### src/rtl/pr_seq_pkg.sv
package pr_seq_pkg;
  typedef enum logic [2:0] {
    S_IDLE, S_START, S_STREAM, S_DRAIN, S_WAIT, S_REPORT
  } seq_state_e;

  localparam logic [2:0] ST_IDLE     = 3'b000;
  localparam logic [2:0] ST_PR_ERR   = 3'b001;
  localparam logic [2:0] ST_CRC_ERR  = 3'b010;
  localparam logic [2:0] ST_INCOMPAT = 3'b011;
  localparam logic [2:0] ST_BUSY     = 3'b100;
  localparam logic [2:0] ST_OK       = 3'b101;

  function automatic logic is_err(logic [2:0] s);
    return (s == ST_PR_ERR) || (s == ST_CRC_ERR) || (s == ST_INCOMPAT);
  endfunction
endpackage

### src/rtl/pr_seq_cnt.sv
module pr_seq_cnt #(
  parameter int W = 16
) (
  input  logic         clk_i,
  input  logic         rst_ni,
  input  logic         load_i,
  input  logic [W-1:0] val_i,
  input  logic         dec_i,
  output logic         zero_o,
  output logic         last_o
);
  logic [W-1:0] cnt_q;

  always_ff @(posedge clk_i or negedge rst_ni) begin
    if (!rst_ni)     cnt_q <= '0;
    else if (load_i) cnt_q <= val_i;
    else if (dec_i)  cnt_q <= cnt_q - W'(1);
  end

  assign zero_o = (cnt_q == '0);
  assign last_o = (cnt_q == W'(1));

  AST_CNT_NO_WRAP: assert property (@(posedge clk_i) disable iff (!rst_ni)
    (dec_i && !load_i) |=> (cnt_q != {W{1'b1}}));
endmodule

### src/rtl/pr_seq_path.sv
module pr_seq_path #(
  parameter int            DW        = 32,
  parameter bit            FILL_EN   = 1'b1,
  parameter logic [DW-1:0] FILL_WORD = '0
) (
  input  logic          stream_i,
  input  logic          pad_i,
  input  logic [DW-1:0] src_data_i,
  input  logic          src_valid_i,
  input  logic          pr_ready_i,
  output logic          src_ready_o,
  output logic [DW-1:0] pr_data_o,
  output logic          pr_valid_o
);
  logic pad_vld;

  generate
    if (FILL_EN) begin : g_fill
      assign pad_vld = pad_i;
    end else begin : g_nofill
      logic unused_pad;
      assign unused_pad = pad_i;
      assign pad_vld    = 1'b0;
    end
  endgenerate

  // zero-latency pass-through while streaming, filler or quiet afterwards
  assign pr_valid_o  = stream_i ? src_valid_i : pad_vld;
  assign pr_data_o   = stream_i ? src_data_i : (pad_vld ? FILL_WORD : '0);
  assign src_ready_o = stream_i & pr_ready_i;
endmodule

### src/rtl/pr_seq_mon.sv
module pr_seq_mon
  import pr_seq_pkg::*;
(
  input  logic       clk_i,
  input  logic       rst_ni,
  input  logic       clr_i,
  input  logic       mon_i,
  input  logic [2:0] status_i,
  input  logic       freeze_i,
  output logic       err_o,
  output logic [2:0] err_code_o,
  output logic       end_o
);
  logic       freeze_q, end_q, now_err, now_end;
  logic [2:0] err_q;

  assign now_err = mon_i & is_err(status_i);
  assign now_end = mon_i & ((freeze_q & ~freeze_i) | (status_i == ST_OK) | is_err(status_i));

  always_ff @(posedge clk_i or negedge rst_ni) begin
    if (!rst_ni) begin
      freeze_q <= 1'b0;
      end_q    <= 1'b0;
      err_q    <= ST_IDLE;
    end else begin
      freeze_q <= freeze_i;
      if (clr_i) begin
        end_q <= 1'b0;
        err_q <= ST_IDLE;
      end else begin
        if (now_end) end_q <= 1'b1;
        if (err_q == ST_IDLE && now_err) err_q <= status_i; // first error wins
      end
    end
  end

  assign err_code_o = (err_q != ST_IDLE) ? err_q : (now_err ? status_i : ST_IDLE);
  assign err_o      = (err_code_o != ST_IDLE);
  assign end_o      = end_q | now_end;

  AST_ERR_HOLD: assert property (@(posedge clk_i) disable iff (!rst_ni)
    (err_q != ST_IDLE && !clr_i) |=> (err_q == $past(err_q)));
  AST_END_STICKY: assert property (@(posedge clk_i) disable iff (!rst_ni)
    (end_q && !clr_i) |=> end_q);
endmodule

### src/rtl/pr_stream_seq.sv
module pr_stream_seq
  import pr_seq_pkg::*;
#(
  parameter int            DW        = 32,
  parameter int            CNT_W     = 16,
  parameter int            TO_W      = 16,
  parameter int            SETTLE    = 4,
  parameter bit            FILL_EN   = 1'b1,
  parameter logic [DW-1:0] FILL_WORD = '0
) (
  input  logic             clk_i,
  input  logic             rst_ni,
  input  logic             go_i,
  input  logic [CNT_W-1:0] word_cnt_i,
  input  logic [TO_W-1:0]  timeout_i,
  output logic             busy_o,
  output logic             done_o,
  output logic             pass_o,
  output logic [2:0]       code_o,
  input  logic [DW-1:0]    src_data_i,
  input  logic             src_valid_i,
  output logic             src_ready_o,
  output logic             pr_start_o,
  output logic [DW-1:0]    pr_data_o,
  output logic             pr_valid_o,
  input  logic             pr_ready_i,
  input  logic [2:0]       pr_status_i,
  input  logic             pr_freeze_i
);
  localparam int SET_W = (SETTLE < 2) ? 1 : $clog2(SETTLE);

  seq_state_e state_q, state_d;
  logic       in_stream, in_pad, mon_act, xfer;
  logic       end_seen, err_seen;
  logic [2:0] err_code;
  logic       w_zero, w_last, t_zero, t_last, s_zero, s_last;
  logic       w_load, t_load, t_dec, s_load, s_dec;
  logic       to_q, done_q, pass_q;
  logic [2:0] code_q;
  logic       unused_last;

  assign in_stream = (state_q == S_STREAM);
  assign in_pad    = (state_q == S_DRAIN) || (state_q == S_WAIT);
  assign mon_act   = in_stream || in_pad || (state_q == S_REPORT);

  pr_seq_path #(.DW(DW), .FILL_EN(FILL_EN), .FILL_WORD(FILL_WORD)) u_path (
    .stream_i   (in_stream),
    .pad_i      (in_pad),
    .src_data_i (src_data_i),
    .src_valid_i(src_valid_i),
    .pr_ready_i (pr_ready_i),
    .src_ready_o(src_ready_o),
    .pr_data_o  (pr_data_o),
    .pr_valid_o (pr_valid_o)
  );

  assign xfer = in_stream & pr_valid_o & pr_ready_i;

  pr_seq_mon u_mon (
    .clk_i     (clk_i),
    .rst_ni    (rst_ni),
    .clr_i     (state_q == S_START),
    .mon_i     (mon_act),
    .status_i  (pr_status_i),
    .freeze_i  (pr_freeze_i),
    .err_o     (err_seen),
    .err_code_o(err_code),
    .end_o     (end_seen)
  );

  assign w_load = (state_q == S_IDLE) && go_i;
  assign t_load = (state_q == S_DRAIN);
  assign t_dec  = (state_q == S_WAIT) && !end_seen && !t_zero;
  assign s_load = (state_q == S_WAIT) && (end_seen || t_zero);
  assign s_dec  = (state_q == S_REPORT) && !s_zero;

  pr_seq_cnt #(.W(CNT_W)) u_words (
    .clk_i(clk_i), .rst_ni(rst_ni), .load_i(w_load), .val_i(word_cnt_i),
    .dec_i(xfer), .zero_o(w_zero), .last_o(w_last)
  );

  pr_seq_cnt #(.W(TO_W)) u_timer (
    .clk_i(clk_i), .rst_ni(rst_ni), .load_i(t_load), .val_i(timeout_i),
    .dec_i(t_dec), .zero_o(t_zero), .last_o(t_last)
  );

  pr_seq_cnt #(.W(SET_W)) u_settle (
    .clk_i(clk_i), .rst_ni(rst_ni), .load_i(s_load), .val_i(SET_W'(SETTLE - 1)),
    .dec_i(s_dec), .zero_o(s_zero), .last_o(s_last)
  );

  assign unused_last = t_last ^ s_last;

  always_comb begin
    state_d = state_q;
    unique case (state_q)
      S_IDLE:   if (go_i) state_d = S_START;
      S_START:  state_d = w_zero ? S_DRAIN : S_STREAM;
      S_STREAM: if (err_seen || (xfer && w_last)) state_d = S_DRAIN;
      S_DRAIN:  state_d = S_WAIT;
      S_WAIT:   if (end_seen || t_zero) state_d = S_REPORT;
      S_REPORT: if (s_zero) state_d = S_IDLE;
      default:  state_d = S_IDLE;
    endcase
  end

  always_ff @(posedge clk_i or negedge rst_ni) begin
    if (!rst_ni) begin
      state_q <= S_IDLE;
      to_q    <= 1'b0;
      done_q  <= 1'b0;
      pass_q  <= 1'b0;
      code_q  <= ST_IDLE;
    end else begin
      state_q <= state_d;
      done_q  <= 1'b0;
      if (state_q == S_START) to_q <= 1'b0;
      if (state_q == S_WAIT && !end_seen && t_zero) to_q <= 1'b1;
      if (state_q == S_REPORT && s_zero) begin
        done_q <= 1'b1;
        if (to_q) begin
          pass_q <= 1'b0;
          code_q <= ST_BUSY;
        end else if (err_seen) begin
          pass_q <= 1'b0;
          code_q <= err_code;
        end else begin
          pass_q <= 1'b1;
          code_q <= ST_OK;
        end
      end
    end
  end

  assign busy_o     = (state_q != S_IDLE);
  assign pr_start_o = (state_q == S_START);
  assign done_o     = done_q;
  assign pass_o     = pass_q;
  assign code_o     = code_q;

  AST_START_PULSE: assert property (@(posedge clk_i) disable iff (!rst_ni)
    pr_start_o |=> !pr_start_o);
  AST_START_NO_DATA: assert property (@(posedge clk_i) disable iff (!rst_ni)
    pr_start_o |-> !pr_valid_o);
  AST_PAD_NO_POP: assert property (@(posedge clk_i) disable iff (!rst_ni)
    in_pad |-> !src_ready_o);
  AST_DONE_PULSE: assert property (@(posedge clk_i) disable iff (!rst_ni)
    done_o |=> !done_o);
  AST_IDLE_QUIET: assert property (@(posedge clk_i) disable iff (!rst_ni)
    !busy_o |-> (!pr_valid_o && !src_ready_o && !pr_start_o));
endmodule

### config.mk
export PLATFORM = sky130hd
export DESIGN_NAME = pr_stream_seq
export DESIGN_NICKNAME = d
export VERILOG_FILES = /design/src/rtl/pr_seq_pkg.sv /design/src/rtl/pr_seq_cnt.sv /design/src/rtl/pr_seq_path.sv /design/src/rtl/pr_seq_mon.sv /design/src/rtl/pr_stream_seq.sv
export SDC_FILE = /design/constraint.sdc
export NUM_CORES = 1
export LEC_CHECK = 0
export ABC_CLOCK_PERIOD_IN_PS = 5560
export BUFFER_PORTS_ARGS = -buffer_cell sky130_fd_sc_hd__buf_2
export CAP_MARGIN = 0
export CORE_UTILIZATION = 46
export CTS_BUF_LIST = sky130_fd_sc_hd__clkbuf_8
export CTS_CLUSTER_SIZE = 28
export DETAILED_ROUTE_END_ITERATION = 10
export PLACE_DENSITY = 0.74
export SLEW_MARGIN = 20
export SYNTH_ARGS = -nofsm -noshare
export SYNTH_HDL_FRONTEND = slang
export SYNTH_SLANG_ARGS = --single-unit
### constraint.sdc
create_clock -name clk_i -period 5.56 [get_ports clk_i]
set_input_delay 0.834 -clock clk_i [delete_from_list [all_inputs] [get_ports clk_i]]
set_output_delay 0.834 -clock clk_i [all_outputs]
set_load 0.05 [all_outputs]
-- Word level (Yosys, flattened, before mapping)
Index checks and enable logic that the tools add are counted.
- bits in registers: 48
- bits of input ports: 73
- add/subtract/negate cells: 3
- equal/unequal tests: 14
- mux-type cells: 27
- bitwise logic cells: 10
- reductions and logical operators: 34
- operators with widths (operator ; number):
    2-to-1 mux 16 bit ; 4
    zero test 16 bit ; 2
    2-to-1 mux 32 bit ; 1
    subtractor 16 x 1 -> 16 bit (second input constant) ; 2
    2-to-1 mux 3 bit ; 10
    case mux 3 bit (6 select lines) ; 1
    equality test 16 x 1 -> 1 bit (second input constant) ; 1
    equality test 3 x 2 -> 1 bit (second input constant) ; 4
    nonzero test 2 bit ; 6
    equality test 3 bit (second input constant) ; 3
    logical AND 1 bit ; 9
    2-to-1 mux 1 bit ; 9
    nonzero test 3 bit ; 3
    logical OR 1 bit ; 7
    AND 1 bit ; 6
    equality test 3 x 1 -> 1 bit (second input constant) ; 2
    zero test 3 bit ; 2
    2-to-1 mux 2 bit ; 2
    != test 2 x 1 -> 1 bit (second input constant) ; 2
    != test 2 bit (second input constant) ; 2
    AND reduction 4 bit ; 1
    zero test 1 bit ; 3
    bitwise OR 1 bit ; 3
    zero test 2 bit ; 1
    other kinds (2) ; 2

-- Longest topological paths before layout
- word-level depth: 11
- mapped depth: 8
- gate-level depth less buffers: 7

-- By module
From an unflattened synthesis, not the netlist that was laid out.
- cells, all modules: 336
- area, all modules: 3066.7 µm²
- modules (own cells, without submodules) (module ; instances ; cells each ; area each (µm²) ; seq. area each (µm²)):
    pr_seq_cnt (u_timer ...) ; 2 ; 102 ; 948.4 ; 400.4
    pr_stream_seq ; 1 ; 60 ; 543.0 ; 225.2
    pr_seq_path ; 1 ; 37 ; 274.0 ; 0.0
    pr_seq_mon ; 1 ; 22 ; 226.5 ; 125.1
    pr_seq_cnt (u_settle) ; 1 ; 13 ; 126.4 ; 50.0

-- Least setup slack after synthesis
OpenSTA, ideal clock, no wires.
- path type: input port to output port
- start: input port src_valid_i
- end: output port pr_valid_o
- arrival time: 1.987 ns
- data required time: 4.726 ns
- slack: 2.739 ns
- cell stages on the path: 2
- path buffers: 0
- cells stage by stage: o21ai_0 o21ai_0
- longest elaborated chain between the ends: 1
- RTL lines (element ; line ; text):
    start, declared ; pr_stream_seq.sv:21 ; input logic src_valid_i,
    2-to-1 mux 1 bit ; pr_seq_path.sv:28 ; assign pr_valid_o = stream_i ? src_valid_i : pad_vld;
    end, declared ; pr_stream_seq.sv:25 ; output logic pr_valid_o,
No other way between the ends.

-- Final worst setup path
- start: register state_q[1]
- end: output port pr_data_o[7]
- longest elaborated chain between the ends: 2
- RTL lines (element ; line ; text):
    start, declared ; pr_stream_seq.sv:32 ; seq_state_e state_q, state_d;
    start signal, assigned ; pr_stream_seq.sv:115 ; state_q <= state_d;
    equality test 3 x 2 -> 1 bit ; pr_stream_seq.sv:42 ; assign in_stream = (state_q == S_STREAM);
    2-to-1 mux 32 bit ; pr_seq_path.sv:29 ; assign pr_data_o = stream_i ? src_data_i : (pad_vld ? FILL_WORD : '0);
    end, declared ; pr_stream_seq.sv:24 ; output logic [DW-1:0] pr_data_o,
No other way between the ends.

==> results.json <==
{
  "fin_crit_ns": 2.61,
  "fin_cells": 519,
  "antenna_found_initial": 0,
  "drtIter0Drc": 173,
  "portBuffers": 113,
  "clkTransAtPathRegs_ns": 0.09,
  "wl_per_cell_um": 13.8,
  "fin_tns_setup_ns": 0,
  "io_pins": 114,
  "first_pass_iters": 4,
  "seqCellArea_um2": 1200,
  "endpoint_kind": "output port",
  "setup_violations": 0,
  "min-delay-path-class": "reg2reg",
  "p_leak_uw": 0.00177,
  "arrival_ns": 1.77,
  "avgSynthCellArea_um2": 8.81,
  "multi_input_area_um2": 1650,
  "vdd_ir_drop_max_v": 0.000280,
  "place_hpwl_um": 5370,
  "synth_edf_count": 0,
  "top_usage_layer": "met2",
  "synth.top_cells.by_area": "dfrtp_1 (40%), and2_1 (7.6%), xor2_1 (5.9%)",
  "fin_nets": 522,
  "start_util": 0.490,
  "grtUsageMet3": 0.0330,
  "yosysTopAreaCellShare": 0.405,
  "maxCapViolCount": 0,
  "ff2ff_path_depth": 5,
  "outcome": "finished clean",
  "overflow": 0,
  "seq_area_frac_synth": 0.405,
  "die_y_um": 82.3,
  "clockBufferDepth": 2,
  "route.antenna.remaining_nets": 0,
  "synth_top_area_cell": "dfrtp_1",
  "grt_util_met1": 0.313,
  "grt_first_pass_wirelength_um": 11400,
  "required_ns": 4.73,
  "slew_headroom": 0.518,
  "grt_pass1_vias": 2481,
  "die_w_um": 82.3,
  "dp_cells": 512,
  "met2_usage": 0.350,
  "syn_area_um2": 2970,
  "skew_ns": 0.00671,
  "finalHoldViolCount": 0,
  "whs_path_depth": 2,
  "p_per_area_nw_per_um2": 490,
  "ys_types": 54,
  "cts_tree": "done",
  "grt_start_max_net_pins": 49,
  "fillCellCount": 553,
  "cts_hold_buffers": 0,
  "worst-slew-pin-transition_ns": 0.723,
  "cts_root_buf": "clkbuf_8",
  "cp-start-kind": "flop",
  "synth.most_common_cell": "dfrtp_1",
  "die_area_um2": 6780,
  "vias": 2731,
  "finalCritPeriodShare": 0.469,
  "layout-drive-gt1-share": 0.300,
  "area_delta_synth_final_pct": 23.0,
  "cts_resized": 0,
  "h-tree-depth": 2,
  "fmax_mhz": 383,
  "via_per_inst": 5.26,
  "synthArstFlopShare": 1.00,
  "synth-seq-cells": 48,
  "rsz0062_at_grt": "false",
  "drcViolationCount": 0,
  "ys_warn_count": 0,
  "gp_congestion": 0.811,
  "core_region_area_um2": 6060,
  "totalWireLength_um": 7150,
  "cts_sinks": 48,
  "cp_max_fo": 37,
  "postCtsSetupRepairBufs": 0,
  "synth_cells": 337,
  "cts_buffers": 5,
  "ys.flop_type": "dfrtp_1",
  "synth.net_count": 415,
  "path_class": "reg2out",
  "num_rows": 28,
  "synth_commonest_cells": "dfrtp_1 (48), nand2_1 (45), and2_1 (36)",
  "grt_use_total": 0.221,
  "clock_latency_ns": 0.30,
  "antenna_cells": 0,
  "finalMaxSlewViolations": 0
}
==> registers in the layout, summed over array words and instances (netlist names) <==
signal,cells
u_timer.cnt_q,16
u_words.cnt_q,16
code_o,3
state_q,3
u_mon.err_q,3
u_settle.cnt_q,2
done_o,1
pass_o,1
to_q,1
u_mon.end_q,1
u_mon.freeze_q,1
==> metrics by stage <==
| stage | worst slack, ns | hold slack (ns) | cell area [µm²] | utilization | power (µW) |
|---|---|---|---|---|---|
| 5_1_grt | 2.81 | 0.527 | 3650 | 0.602 | 1930 |
| 3_5_place_dp | 2.83 | 0.464 | 3570 | 0.589 | 1600 |
| 6_report | 2.95 | 0.480 | 3650 | 0.602 | 1790 |
| 3_3_place_gp | 2.87 | 0.459 | 3570 | 0.589 | 1570 |
| 4_1_cts | 2.95 | 0.483 | 3650 | 0.602 | 1800 |
| 2_1_floorplan | 2.74 | 0.467 | 2970 | - | 1380 |
==> cells in the final DEF (no fill, tap or decap), types with 3 or more instances in the layout <==
cell type / n
clkbuf_8: 5
and2_1: 36
o21ai_1: 8
nand3b_1: 4
nor4_1: 5
nor2_1: 19
nand4_1: 13
and3_1: 3
and2b_1: 3
buf_4: 4
inv_1: 12
or4_1: 3
ha_1: 5
nand2_1: 45
dfrtp_1: 48
xnor2_1: 6
a31oi_1: 3
nor3_1: 12
o21ai_0: 25
nand3_1: 9
mux2i_1: 4
buf_2: 112
xor2_1: 20
==> logic make-up (layout without fill, tap and decap cells) <==
family,count (synthesis),after routing,share of synthesized area
simple gates,173,173,0.326
compound gates,53,53,0.113
flops,48,48,0.405
buf+inv,27,134,0.0409
xor+xnor,26,26,0.0767
fa+ha+maj,5,5,0.0211
mux,5,5,0.0173
==> final timing paths <==
kind                                        start                            to  slack (ns)
min                         code_o[2]$_DFFE_PN0P_         code_o[2]$_DFFE_PN0P_        0.48
max reg2reg                state_q[2]$_DFFE_PN0P_  u_timer.cnt_q[1]$_DFFE_PN0P_        3.12
max                        state_q[1]$_DFFE_PN0P_                  pr_data_o[7]        2.95
min in group asynchronous                  rst_ni  u_words.cnt_q[3]$_DFFE_PN0P_        0.53
max in group asynchronous                  rst_ni  u_words.cnt_q[6]$_DFFE_PN0P_        4.60
min reg2reg                 code_o[2]$_DFFE_PN0P_         code_o[2]$_DFFE_PN0P_        0.48
==> area by class of cell <==
| type | count | area share |
|---|---|---|
| Timing Repair Buffer | 116 | 0.162 |
| Clock buffer | 5 | 0.0189 |
| Sequential cell | 48 | 0.329 |
| Tap cell | 75 | 0.0257 |
| Inverter | 11 | 0.0113 |
| Clock inverter | 2 | 0.00240 |
| Multi-Input combinational cell | 262 | 0.451 |
==> power by group <==
| group | leakage [µW] | switching (µW) | internal [µW] | total, µW |
|---|---|---|---|---|
| Sequential | 0.000579 | 156 | 492 | 648 |
| Combinational | 0.00114 | 621 | 325 | 946 |
| Clock | 0.0000452 | 111 | 83.9 | 195 |
| Total | 0.00177 | 888 | 900 | 1790 |
==> worst max-delay path, stage by stage (launching register included) <==
cell and delay (ns):
dfrtp_1 0.52, nor3b_2 0.22, buf_4 0.29, and2_1 0.18, buf_2 0.26
==> layer usage <==
layer,up-vias,part of all wire
li1,1382,-
met1,1281,0.46
met2,63,0.49
met3,5,0.042
met4,0,0.0076
met5,-,0
Power figures use the tool's default switching activity.
